### config.mk
export PLATFORM = sky130hd
export DESIGN_NAME = ow_search_step
export DESIGN_NICKNAME = d
export VERILOG_FILES = /design/src/rtl/ow_search_pkg.sv /design/src/rtl/ow_search_decide.sv /design/src/rtl/ow_search_seq.sv /design/src/rtl/ow_search_step.sv
export SDC_FILE = /design/constraint.sdc
export NUM_CORES = 1
export LEC_CHECK = 0
export ABC_CLOCK_PERIOD_IN_PS = 1200
export BUFFER_PORTS_ARGS = -buffer_cell sky130_fd_sc_hd__buf_4
export CORE_MARGIN = 3
export CORE_UTILIZATION = 37
export DETAILED_ROUTE_END_ITERATION = 12
export SYNTH_ARGS = -nofsm -noshare
export SYNTH_HDL_FRONTEND = slang
export SYNTH_SLANG_ARGS = --single-unit
### constraint.sdc
create_clock -name clk_i -period 1.2 [get_ports clk_i]
set_input_delay 0.24 -clock clk_i [delete_from_list [all_inputs] [get_ports clk_i]]
set_output_delay 0.24 -clock clk_i [all_outputs]
set_load 0.02 [all_outputs]
### src/rtl/ow_search_pkg.sv
package ow_search_pkg;
  localparam int unsigned STAT_W  = 3;
  localparam int unsigned ID_POS  = 0;
  localparam int unsigned CMP_POS = 1;
  localparam int unsigned DIR_POS = 2;

  localparam logic SLOT_RD = 1'b0;
  localparam logic SLOT_WR = 1'b1;

  typedef logic [STAT_W-1:0] stat_t;

  typedef enum logic [3:0] {
    ST_IDLE,
    ST_ID_REQ,
    ST_ID_WAIT,
    ST_CMP_REQ,
    ST_CMP_WAIT,
    ST_EVAL,
    ST_WR_REQ,
    ST_WR_WAIT,
    ST_FIN
  } step_state_e;
endpackage

### src/rtl/ow_search_decide.sv
module ow_search_decide
  import ow_search_pkg::*;
(
  input  logic  id_bit_i,
  input  logic  cmp_bit_i,
  input  logic  pref_i,
  output logic  dir_o,
  output logic  abort_o,
  output stat_t status_o
);
  always_comb begin
    abort_o  = id_bit_i & cmp_bit_i;
    // disagreeing bits force the path; agreeing zeros take the preference
    dir_o    = (id_bit_i ^ cmp_bit_i) ? id_bit_i : pref_i;
    status_o = '0;
    status_o[ID_POS]  = id_bit_i;
    status_o[CMP_POS] = cmp_bit_i;
    status_o[DIR_POS] = abort_o ? 1'b0 : dir_o;
  end
endmodule

### src/rtl/ow_search_seq.sv
module ow_search_seq
  import ow_search_pkg::*;
(
  input  logic  clk_i,
  input  logic  rst_ni,
  input  logic  start_i,
  input  logic  pref_dir_i,
  input  logic  slot_done_i,
  input  logic  slot_rbit_i,
  input  logic  abort_i,
  input  stat_t status_n_i,
  output logic  id_q_o,
  output logic  cmp_q_o,
  output logic  pref_q_o,
  output stat_t status_o,
  output logic  busy_o,
  output logic  done_o,
  output logic  slot_req_o,
  output logic  slot_op_o,
  output logic  slot_wbit_o
);
  step_state_e state_q, state_d;
  logic  id_q, cmp_q, pref_q;
  stat_t status_q;

  always_comb begin
    state_d = state_q;
    unique case (state_q)
      ST_IDLE:     if (start_i) state_d = ST_ID_REQ;
      ST_ID_REQ:   state_d = ST_ID_WAIT;
      ST_ID_WAIT:  if (slot_done_i) state_d = ST_CMP_REQ;
      ST_CMP_REQ:  state_d = ST_CMP_WAIT;
      ST_CMP_WAIT: if (slot_done_i) state_d = ST_EVAL;
      ST_EVAL:     state_d = abort_i ? ST_FIN : ST_WR_REQ;
      ST_WR_REQ:   state_d = ST_WR_WAIT;
      ST_WR_WAIT:  if (slot_done_i) state_d = ST_FIN;
      ST_FIN:      state_d = ST_IDLE;
      default:     state_d = ST_IDLE;
    endcase
  end

  always_ff @(posedge clk_i or negedge rst_ni) begin
    if (!rst_ni) begin
      state_q  <= ST_IDLE;
      id_q     <= 1'b0;
      cmp_q    <= 1'b0;
      pref_q   <= 1'b0;
      status_q <= '0;
    end else begin
      state_q <= state_d;
      if (state_q == ST_IDLE && start_i) pref_q <= pref_dir_i;
      if (state_q == ST_ID_WAIT && slot_done_i) id_q <= slot_rbit_i;
      if (state_q == ST_CMP_WAIT && slot_done_i) cmp_q <= slot_rbit_i;
      if (state_q == ST_EVAL) status_q <= status_n_i;
    end
  end

  assign id_q_o      = id_q;
  assign cmp_q_o     = cmp_q;
  assign pref_q_o    = pref_q;
  assign status_o    = status_q;
  assign busy_o      = (state_q != ST_IDLE);
  assign done_o      = (state_q == ST_FIN);
  assign slot_req_o  = (state_q == ST_ID_REQ) || (state_q == ST_CMP_REQ) ||
                       (state_q == ST_WR_REQ);
  assign slot_op_o   = (state_q == ST_WR_REQ) ? SLOT_WR : SLOT_RD;
  assign slot_wbit_o = (state_q == ST_WR_REQ) ? status_q[DIR_POS] : 1'b0;
endmodule

### src/rtl/ow_search_step.sv
module ow_search_step
  import ow_search_pkg::*;
(
  input  logic              clk_i,
  input  logic              rst_ni,
  input  logic              start_i,
  input  logic              pref_dir_i,
  output logic              busy_o,
  output logic              done_o,
  output logic [STAT_W-1:0] status_o,
  output logic              slot_req_o,
  output logic              slot_op_o,
  output logic              slot_wbit_o,
  input  logic              slot_done_i,
  input  logic              slot_rbit_i
);
  logic  id_q, cmp_q, pref_q, dir, abort;
  stat_t status_n;

  ow_search_decide u_decide (
    .id_bit_i  (id_q),
    .cmp_bit_i (cmp_q),
    .pref_i    (pref_q),
    .dir_o     (dir),
    .abort_o   (abort),
    .status_o  (status_n)
  );

  ow_search_seq u_seq (
    .clk_i       (clk_i),
    .rst_ni      (rst_ni),
    .start_i     (start_i),
    .pref_dir_i  (pref_dir_i),
    .slot_done_i (slot_done_i),
    .slot_rbit_i (slot_rbit_i),
    .abort_i     (abort),
    .status_n_i  (status_n),
    .id_q_o      (id_q),
    .cmp_q_o     (cmp_q),
    .pref_q_o    (pref_q),
    .status_o    (status_o),
    .busy_o      (busy_o),
    .done_o      (done_o),
    .slot_req_o  (slot_req_o),
    .slot_op_o   (slot_op_o),
    .slot_wbit_o (slot_wbit_o)
  );

  logic unused_dir;
  assign unused_dir = dir;
endmodule

# Word level (Yosys, flattened, before mapping)
# Cells that the tools add are included.
# Widths: inputs -> output; s select.
dict set report word_totals {
  reg_bits 10
  out_inout_bits 8
  wordCells 37
}
dict set report classes {
  n_eq_ne 12
  muxes 10
  n_bitwise 2
  n_reduce_logical 8
}
# cell count
set op_table {}
lappend op_table {{$pmux 4 s8} 1}
lappend op_table {{$mux 4} 5}
lappend op_table {{$eq 4x3->1 const B} 4}
lappend op_table {{$eq 4x2->1 const B} 2}
lappend op_table {{$ne 2x2->1 const B} 4}
lappend op_table {{$eq 4x1->1 const B} 1}
lappend op_table {{$eq 4x4->1 const B} 1}
lappend op_table {{$logic_not 4->1} 1}
lappend op_table {{$mux 1} 4}
lappend op_table {{$reduce_and 4->1} 1}
lappend op_table {{$reduce_bool 4->1} 1}
lappend op_table {{$logic_and 1x1->1} 3}
lappend op_table {{$logic_or 1x1->1} 2}
lappend op_table {{$and 1x1->1} 1}
lappend op_table {{$xor 1x1->1} 1}

# Longest topological paths before layout
# Gate-level depths: netlist of run 1.
dict set report logic_depth {
  word_depth 3
  depth_mapped 4
  mapped_depth_nobuf 4
}

# Modules after synthesis
# A second synthesis of run 1 with hierarchy kept.
dict set report hier_totals {
  cells_unflattened 54
  area_unflattened_um2 593.1
}
# module instances cells_per_inst area_each_um2
set by_module_without_submodules {}
lappend by_module_without_submodules {ow_search_seq 1 49 536.8}
lappend by_module_without_submodules {ow_search_decide 1 5 56.3}

# Worst setup path before layout of run 1
# Ideal clock, no wire load.
dict set report synth_timing {
  kind {reg-to-output}
  startpoint {reg u_seq.state_q[1]}
  endpoint {out done_o}
  t_arrival_ns 1.329
  required_ns 0.960
  path_slack_ns -0.369
  stages_incl_launch_ff 3
  n_path_buf 1
  cell_sequence {dfrtp_1 -> buf_4 -> nor4b_1}
}
dict set report synth_between {
  elab_chain_cells 1
}
# item line
set synth_lines {}
lappend synth_lines {{start: declaration} ow_search_seq.sv:22} ;# step_state_e state_q, state_d;
lappend synth_lines {{start signal: assignment} ow_search_seq.sv:50} ;# state_q <= state_d;
lappend synth_lines {{$eq 4x4->1} ow_search_seq.sv:63} ;# assign done_o = (state_q == ST_FIN);
lappend synth_lines {{end: declaration} ow_search_step.sv:9} ;# output logic done_o,
# Every way passes these cells.

# Worst setup path in the final report of run 1
dict set report layout_timing {
  startpoint {reg u_seq.state_q[0]}
  endpoint {out slot_req_o}
}
dict set report layout_between {
  elab_chain_cells 3
  elab_cells_between_ends 5
}
# item line
set layout_lines {}
lappend layout_lines {{$eq 4x1->1 or $eq 4x2->1 (tied branches)} ow_search_seq.sv:64} ;# assign slot_req_o = (state_q == ST_ID_REQ) || (state_q == ST_CMP_REQ) ||
lappend layout_lines {{$logic_or 1x1->1} ow_search_seq.sv:64}
lappend layout_lines {{$logic_or 1x1->1 (*)} ow_search_seq.sv:64}
lappend layout_lines {{end: declaration} ow_search_step.sv:11} ;# output logic slot_req_o,
# Mark *: on every way between the ends. The rest lies on a longest branch, timed or not.

==> results.json, run 1 <==
{
  "synth_top_family_by_area": "simple AND/OR/NAND/NOR gates",
  "synth_xor_area_frac": 0,
  "design_area_um2": 882,
  "hold_path.class": "in -> reg",
  "root_buffer": "clkbuf_4",
  "setup-violations-final": 10,
  "hold_path_depth": 2,
  "place_hpwl_um": 961,
  "drive_gt1_frac": 0.560,
  "peakVddDrop_uv": 1510,
  "hold_viol": 0,
  "yosysSeqAreaShare": 0.446,
  "fp.dieW_um": 44.9,
  "power.total_mw": 2.50,
  "violations": "setup timing",
  "synth_compound_area_frac": 0.116,
  "cap_viol_max_count": 0,
  "yosys_warnings": 0,
  "slew_headroom": 0.838,
  "rsz0062_at_grt": "yes",
  "reg2reg_to": "u_seq.cmp_q_o",
  "path_max_fanout": 5,
  "reg2reg_from": "u_seq.state_q[0]",
  "synth_nets": 59,
  "status": "finished, violations left",
  "clock_path_buffers": 2,
  "grt_pass1_wl_um": 2220,
  "tightest_slew_ns": 0.240,
  "die_y_um": 44.9,
  "slew_violations": 0,
  "first_iter_violations": 5,
  "worst_ep_arrival_time_ns": 1.28,
  "total_leakage_power_nw": 0.426,
  "post-route-period-util": 1.27,
  "netlist_area_um2": 561,
  "dieArea_um2": 2020,
  "layout.cells.most_common": "buf_4",
  "drc": 0,
  "viasPerCell": 5.07,
  "grt_max_degree": 11,
  "std_cell_rows": 13,
  "setup.worst_path.start": "u_seq.state_q[0]",
  "mostFrequentLayoutCells": "buf_4, dfrtp_1, nor2_1",
  "fin_ws_ns": -0.321,
  "worstHoldEndpoint": "u_seq.pref_q_o",
  "finalNetCount": 93,
  "cp-end-kind": "primary output",
  "cts_tree": "done",
  "grt_pass1_vias": 512,
  "port_buffers": 13,
  "fmax_mhz": 658,
  "gr-usage-all-layers": 0.156,
  "cts_buffers": 3,
  "syn_to_final_growth_pct": 57.4,
  "synth-simple-area-share": 0.208,
  "power_density_nw_per_um2": 2830,
  "wire_per_inst_um": 14.2,
  "ant_nets": 0,
  "critPathLaunchType": "register",
  "fin_skew_ns": 0.00314,
  "antenna_found_initial": 0,
  "finalNonFillerCells": 99,
  "clock_sinks": 10,
  "n_antenna_cell": 0,
  "first_pass_iters": 2,
  "routed_wl_um": 1410,
  "ys_types": 24,
  "ys_ff_latch": 10,
  "clk_pin_slew_ns": 0.06,
  "cts_max_level": 1,
  "boundaryPins": 14,
  "synthCells": 52,
  "cp.required_ns": 0.96,
  "placed_cell_area_um2": 752,
  "start_util": 0.410,
  "worstSetupPathType": "reg -> out",
  "syn_area_per_cell_um2": 10.8,
  "finalCriticalPeriod_ns": 1.52,
  "place_inst": 89,
  "muxShareOfSynthArea": 0.154,
  "clock_latency_ns": 0.26,
  "synth_fa_ha_area_frac": 0.0223,
  "reg2reg_depth": 5,
  "routabilityCongestion": 0.743,
  "overflow": 0,
  "core_um2": 1370,
  "rrSetupSlack_ns": -0.08,
  "via_count": 502,
  "hp-start": "pref_dir_i"
}
-- critical path: stages, from the launching register on --
cell and delay (ns):
dfrtp_1 0.42, and2b_1 0.27, mux2i_1 0.10, nor2_1 0.09, buf_4 0.14
-- kinds of logic after synthesis --
kind of cell | Yosys count
buffers and inverters | 3
DFF | 10
adders and majority gates | 1
and+or+nand+nor | 21
AOI/OAI and AO/OA | 9
muxes | 8
-- synth_stat cells, drive strengths merged --
| cell | number | area, µm² |
|---|---|---|
| a21bo | 1 | 10.0 |
| a21oi | 2 | 10.0 |
| a2bb2oi | 1 | 8.76 |
| a311oi | 1 | 8.76 |
| a32oi | 1 | 8.76 |
| and2 | 1 | 6.26 |
| and2b | 2 | 15.0 |
| and3 | 1 | 6.26 |
| buf | 3 | 30.0 |
| dfrtp | 10 | 250 |
| ha | 1 | 12.5 |
| mux2 | 5 | 56.3 |
| mux2i | 3 | 30.0 |
| nand2 | 3 | 11.3 |
| nand2b | 2 | 12.5 |
| nand3 | 3 | 15.0 |
| nand3b | 1 | 7.51 |
| nor2 | 6 | 27.5 |
| nor2b | 1 | 6.26 |
| nor4b | 1 | 8.76 |
| o21ai | 2 | 10.0 |
| o41ai | 1 | 8.76 |
-- metrics by stage --
stage               setup TNS, ns   util  setup WS, ns  hold WS, ns
floorplan                 -0.0274      -       -0.0137      -0.0556
global placement           -0.265  0.550       -0.0517       0.0768
detailed placement         -0.295  0.550       -0.0627       0.0774
CTS                         -1.74  0.625        -0.315        0.211
global route                -2.26  0.646        -0.404        0.209
finish                      -1.67  0.646        -0.321        0.217
-- registers in the layout (all words and copies together) (netlist names) --
register,count
u_seq.state_q,4
u_seq.status_o,3
u_seq.cmp_q_o,1
u_seq.id_q_o,1
u_seq.pref_q_o,1
-- routing by layer --
| metal | part of all wire | vias up | GRT usage | routed length (µm) |
|---|---|---|---|---|
| li1 | - | 250 | - | - |
| met1 | 0.44 | 237 | 0.198 | 619 |
| met2 | 0.51 | 10 | 0.240 | 718 |
| met3 | 0.027 | 5 | 0.0359 | 38 |
| met4 | 0.021 | 0 | 0.0877 | 29 |
| met5 | 0 | - | 0 | 0 |
-- worst max path at each step --
stage | endpoint | slack, ns
after floorplan | u_seq.status_o[0] | -0.01
after detailed placement | u_seq.status_o[1] | -0.06
final | slot_req_o | -0.32
after CTS | slot_req_o | -0.32
after global placement | slot_req_o | -0.05
after global routing | slot_req_o | -0.40
-- where the power goes --
group / total, mW / switching (mW) / internal (mW) / leakage, nW
combinational: 1.63 / 0.735 / 0.895 / 0.291
sequential: 0.640 / 0.140 / 0.501 / 0.121
clock: 0.225 / 0.109 / 0.116 / 0.0138
total: 2.50 / 0.984 / 1.51 / 0.426
-- cell type report --
cell class | count | area, µm²
fill | 122 | 484
timing repair buffer | 32 | 254
clock buffer | 3 | 22.5
sequential | 10 | 251
multi-input combinational | 39 | 335
tap | 15 | 18.8
-- repair_timing --
action | 4_1_cts | 5_1_grt
resized for setup | 7 | 6
hold buffers | 1 | 0
gates cloned | 0 | 0
buffers inserted | 5 | 3
pin swaps | 4 | 1
setup endpoints to repair | 9 | 13
endpoints found under the hold margin | 10 | 0
Power figures use the tool's default switching activity.
==> run 2, diff against run 1 <==
--- a/config.mk
+++ b/config.mk
@@ -5,11 +5,12 @@
 export SDC_FILE = /design/constraint.sdc
 export NUM_CORES = 1
 export LEC_CHECK = 0
-export ABC_CLOCK_PERIOD_IN_PS = 1200
+export ABC_CLOCK_PERIOD_IN_PS = 1300
 export BUFFER_PORTS_ARGS = -buffer_cell sky130_fd_sc_hd__buf_4
 export CORE_MARGIN = 3
 export CORE_UTILIZATION = 37
 export DETAILED_ROUTE_END_ITERATION = 12
+export HOLD_SLACK_MARGIN = 0.03
 export SYNTH_ARGS = -nofsm -noshare
 export SYNTH_HDL_FRONTEND = slang
 export SYNTH_SLANG_ARGS = --single-unit
==> constraint.sdc (replaced) <==
create_clock -name clk_i -period 1.3 [get_ports clk_i]
set_input_delay 0.26 -clock clk_i [delete_from_list [all_inputs] [get_ports clk_i]]
set_output_delay 0.26 -clock clk_i [all_outputs]
set_load 0.02 [all_outputs]
==> run 2 against run 1 <==
Net effect:
- the flow still finishes with violations (setup timing)
- sequential cell count is the same
- global-route usage down 1.0 points
- die area unchanged
- sequential power decreased by 7.8%
- cell count down 2.0%
- largest cell class unchanged
- largest power group unchanged
==> results.json, run 2 (synthesis gave the netlist of run 1 again) <==
{
  "status": "finished, violations left",
  "violations": "setup timing",
  "antenna_found_initial": 0,
  "whs_ns": 0.238,
  "clk_pin_slew_ns": 0.06,
  "drive_gt1_frac": 0.549,
  "max_flop_register": "u_seq.state_q",
  "fmax_mhz": 658,
  "drc": 0,
  "grt_max_degree": 11,
  "first_iter_violations": 3,
  "setup-violations-final": 8,
  "critPathLaunchType": "register",
  "root_buffer": "clkbuf_4",
  "path_cells": "buf_4 > buf_6 > mux2i_1 > nor2_1 > buf_4",
  "reg2reg_from": "u_seq.state_q[0]",
  "routabilityCongestion": 0.739,
  "reg2reg_to": "u_seq.id_q_o",
  "std_cell_rows": 13,
  "rsz0062_at_grt": "yes",
  "critPathTopFamily": "buffers and inverters",
  "peakVddDrop_uv": 1220,
  "via_count": 489,
  "total_leakage_power_nw": 0.415,
  "boundaryPins": 14,
  "slew_violations": 0,
  "clock_sinks": 10,
  "fin_ws_ns": -0.220,
  "first_pass_iters": 4,
  "clock_latency_ns": 0.25,
  "cp-end-kind": "primary output",
  "power_density_nw_per_um2": 2610,
  "slowest_delay_ns": 0.41,
  "cpMaxStageDelayCell": "dfrtp_1",
  "n_antenna_cell": 0,
  "core_um2": 1370,
  "finalNetCount": 91,
  "tns_ns": -1.13,
  "start_util": 0.410,
  "setup.worst_path.start": "u_seq.state_q[0]",
  "cp.required_ns": 1.04,
  "place_ws_ns": 0.0570,
  "routed_wl_um": 1310,
  "critPathMostFrequentCell": "buf_4",
  "cts_buffers": 3,
  "clock_path_buffers": 2,
  "wire_per_inst_um": 13.5,
  "gr-usage-all-layers": 0.145,
  "fin_util": 0.632,
  "grt_pass1_vias": 510,
  "viasPerCell": 5.04,
  "dieArea_um2": 2020,
  "worst_ep_arrival_time_ns": 1.26,
  "rrSetupSlack_ns": -0.07,
  "fin_skew_ns": 0.00136,
  "layout.cells.most_common": "buf_4",
  "overflow": 0,
  "cts_max_level": 1,
  "syn_to_final_growth_pct": 54.0,
  "reg2reg_depth": 5,
  "fp.dieW_um": 44.9,
  "finalCriticalPeriod_ns": 1.52,
  "crit_buf_inv": 3,
  "worstSetupPathType": "reg -> out",
  "post-route-period-util": 1.17,
  "cts_tree": "done",
  "hold_path.class": "in -> reg",
  "slew_headroom": 0.826,
  "cap_viol_max_count": 0,
  "hold_viol": 0,
  "die_y_um": 44.9,
  "grt_pass1_wl_um": 2170,
  "ant_nets": 0,
  "largest_reg_flops": 4,
  "port_buffers": 13,
  "path_max_fanout": 5,
  "mostFrequentLayoutCells": "buf_4, dfrtp_1, buf_6, nor2_1, mux2_2",
  "endpoint": "slot_req_o",
  "critical_path_depth": 5,
  "place_hpwl_um": 918,
  "tightest_slew_ns": 0.260
}
[run 2: power by group]
part           internal [mW]  switching (mW)  total [mW]
clock network          0.106          0.0935       0.200
registers              0.462           0.127       0.590
logic                  0.804           0.659        1.46
[run 2: layout make-up]
class | count | area (µm²)
sequential | 10 | 251
fill | 109 | 503
tap | 15 | 18.8
multi-input combinational | 39 | 320
clock buffer | 3 | 22.5
timing repair buffer | 30 | 250
[run 2: timing repair]
item | in CTS | in global routing
pin swaps | 2 | 1
buffers inserted | 2 | 3
resized for setup | 4 | 10
endpoints found under the hold margin | 10 | 0
endpoints found under the setup margin | 5 | 9
hold buffers | 1 | 0
[run 2: through the flow]
step                      power [mW]  std cells  cell area, µm²
after floorplan                 1.35         52             576
after global placement          1.78         88             744
after detailed placement        1.78         88             744
after CTS                       2.08         94             806
after global routing            2.44         97             863
final                           2.25         97             863
[run 2: worst min-delay path by stage]
stage / start / endpoint / slack [ns] / depth (start not counted)
final: pref_dir_i / u_seq.pref_q_o / 0.24 / 2
after global routing: pref_dir_i / u_seq.pref_q_o / 0.23 / 2
after CTS: pref_dir_i / u_seq.pref_q_o / 0.23 / 2
after detailed placement: rst_ni / u_seq.status_o[0] / 0.1 / 1
after global placement: rst_ni / u_seq.status_o[0] / 0.09 / 1
after floorplan: rst_ni / u_seq.cmp_q_o / -0.04 / 0
[run 2: routing by layer]
metal,global-route usage,wire length [µm],up-vias
met3,0.0359,45,0
met2,0.237,700,9
met5,0,0,-
li1,-,-,250
met1,0.193,566,230
met4,0.0351,0,0
==> run 3, diff against run 2 <==
--- a/config.mk
+++ b/config.mk
@@ -6,11 +6,12 @@
 export NUM_CORES = 1
 export LEC_CHECK = 0
 export ABC_CLOCK_PERIOD_IN_PS = 1300
-export BUFFER_PORTS_ARGS = -buffer_cell sky130_fd_sc_hd__buf_4
+export BUFFER_PORTS_ARGS = -buffer_cell sky130_fd_sc_hd__buf_2
 export CORE_MARGIN = 3
 export CORE_UTILIZATION = 37
 export DETAILED_ROUTE_END_ITERATION = 12
 export HOLD_SLACK_MARGIN = 0.03
+export RECOVER_POWER = 50
 export SYNTH_ARGS = -nofsm -noshare
 export SYNTH_HDL_FRONTEND = slang
 export SYNTH_SLANG_ARGS = --single-unit
==> run 3 against run 2 <==
Net effect:
- the run still ends with setup timing left
- utilization rose by 3.7 points
- combinational power rose by 9%
- clock power grew 43%
- cell area increased by 5.8%
- maximum frequency decreased by 1.3%
- non-clock buffer count rose by 3
- hold slack got worse by 0.0089 ns
- sequential power rose by 2%
- global-route usage up 2.4 points
- sequential share of layout area shrank 1.3 points
- critical path type unchanged
- largest power group unchanged
- highest routed layer is now met4
==> results.json, run 3 (synthesis gave the netlist of run 1 again) <==
{
  "clock_path_buffers": 2,
  "drc": 0,
  "first_pass_iters": 4,
  "placed_cell_area_um2": 704,
  "syn_to_final_growth_pct": 62.9,
  "std_cell_rows": 13,
  "n_antenna_cell": 0,
  "design_area_um2": 913,
  "grt_pass1_vias": 524,
  "violations": "setup timing",
  "routed_wl_um": 1550,
  "largest_reg_flops": 4,
  "drive_gt1_frac": 0.616,
  "clockPowerShare": 0.116,
  "root_buffer": "clkbuf_4",
  "layout.cells.most_common": "buf_4",
  "viasPerCell": 5.18,
  "cpMaxStageDelayCell": "dfrtp_2",
  "p_sw_frac": 0.393,
  "setup-violations-final": 9,
  "fin_skew_ns": 0.00219,
  "rsz0062_at_grt": "yes",
  "power.total_mw": 2.48,
  "antenna_found_initial": 0,
  "gr-usage-all-layers": 0.169,
  "clock_sinks": 10,
  "comb_power_share": 0.642,
  "finalNetCount": 94,
  "p_seq_frac": 0.242,
  "fp.dieW_um": 44.9,
  "p_switching_mw": 0.973,
  "post-route-period-util": 1.18,
  "boundaryPins": 14,
  "cp-end-kind": "primary output",
  "max_flop_register": "u_seq.state_q",
  "routabilityCongestion": 0.733,
  "cts_max_level": 1,
  "cts_buffers": 3,
  "slew_headroom": 0.612,
  "first_iter_violations": 11,
  "overflow": 0,
  "clk_pin_slew_ns": 0.07,
  "intPower_mw": 1.50,
  "peakVddDrop_uv": 1470,
  "grt_pass1_wl_um": 2440,
  "mostFrequentLayoutCells": "buf_4, buf_6, buf_2, dfrtp_1",
  "ant_nets": 0,
  "power_density_nw_per_um2": 2710,
  "status": "finished, violations left",
  "core_um2": 1370,
  "fin_ws_ns": -0.239,
  "worstSetupPathType": "reg -> out",
  "tightest_slew_ns": 0.581,
  "wire_per_inst_um": 15.4,
  "die_y_um": 44.9,
  "path_cells": "and2b_2 > mux2i_1 > nor2_1 > buf_2",
  "slew_violations": 0,
  "total_leakage_power_nw": 0.431,
  "clock_latency_ns": 0.26,
  "place_hpwl_um": 874,
  "hold_path.class": "in -> reg",
  "cp.required_ns": 1.04,
  "critPathLaunchType": "register",
  "hold_viol": 0,
  "cap_viol_max_count": 0,
  "start_util": 0.410,
  "port_buffers": 13,
  "place_ws_ns": 0.0380,
  "slowest_delay_ns": 0.45,
  "fmax_mhz": 650,
  "tns_ns": -1.42,
  "dieArea_um2": 2020,
  "worst_ep_arrival_time_ns": 1.28,
  "path_max_fanout": 4,
  "cts_tree": "done",
  "fin_util": 0.668,
  "finalCriticalPeriod_ns": 1.54,
  "via_count": 523,
  "grt_max_degree": 11
}
## run 3: cell types whose count changed in the layout (fill, tap and decap cells not counted), sizes merged
cell    before  now
clkbuf       3    5
buf         29   31
## run 3: area by class of cell
type	count	area (µm²)
Fill cell	113	453
Sequential cell	10	254
Tap cell	15	18.8
Multi-Input combinational cell	39	337
Clock buffer	4	36.3
Timing Repair Buffer	33	268
## run 3: final timing paths
| check | from | to | slack (ns) | cells after the start |
|---|---|---|---|---|
| hold / removal | pref_dir_i | u_seq.pref_q_o | 0.23 | 2 |
| setup / recovery | u_seq.state_q[1] | slot_req_o | -0.24 | 4 |
| setup reg to reg | u_seq.state_q[3] | u_seq.status_o[0] | -0.10 | 4 |
| hold reg to reg | u_seq.status_o[1] | u_seq.status_o[1] | 0.51 | 1 |
| min in group asynchronous | rst_ni | u_seq.status_o[1] | 0.49 | 2 |
| max in group asynchronous | rst_ni | u_seq.state_q[2] | 0.39 | 2 |
## run 3: critical path: cells and delay by family (launching register included)
family                 cells  cell delay, ns
flip-flops                 1            0.45
AND/OR/NAND/NOR            2            0.29
buffers and inverters      1            0.15
multiplexers               1            0.14
## run 3: layer usage
metal / share of wire / GRT usage / wire, µm
met5: 0 / 0 / 0
met4: 0.0052 / 0.0526 / 8
met3: 0.036 / 0.0398 / 56
met2: 0.53 / 0.285 / 830
met1: 0.42 / 0.212 / 656
## run 3: timing repair
item / 4_1_cts / 5_1_grt
endpoints found under the hold margin: 10 / 0
pin swaps: 1 / 4
cloned: 0 / 0
hold buffers: 1 / 0
setup buffers: 4 / 6
gates resized for setup: 14 / 15
setup endpoints to repair: 5 / 10
## run 3: power groups by stage
stage	clock [mW]	combinational, mW	sequential, mW
3_3_place_gp	0	1.10	0.584
3_5_place_dp	0	1.11	0.591
6_report	0.286	1.59	0.600
4_1_cts	0.296	1.31	0.591
5_1_grt	0.317	1.71	0.622
2_1_floorplan	0	0.753	0.595
## run 3: metrics by stage
stage,instances,hold slack (ns)
2_1_floorplan,52,-0.0356
3_3_place_gp,87,0.131
3_5_place_dp,87,0.136
4_1_cts,96,0.222
5_1_grt,101,0.221
6_report,101,0.229
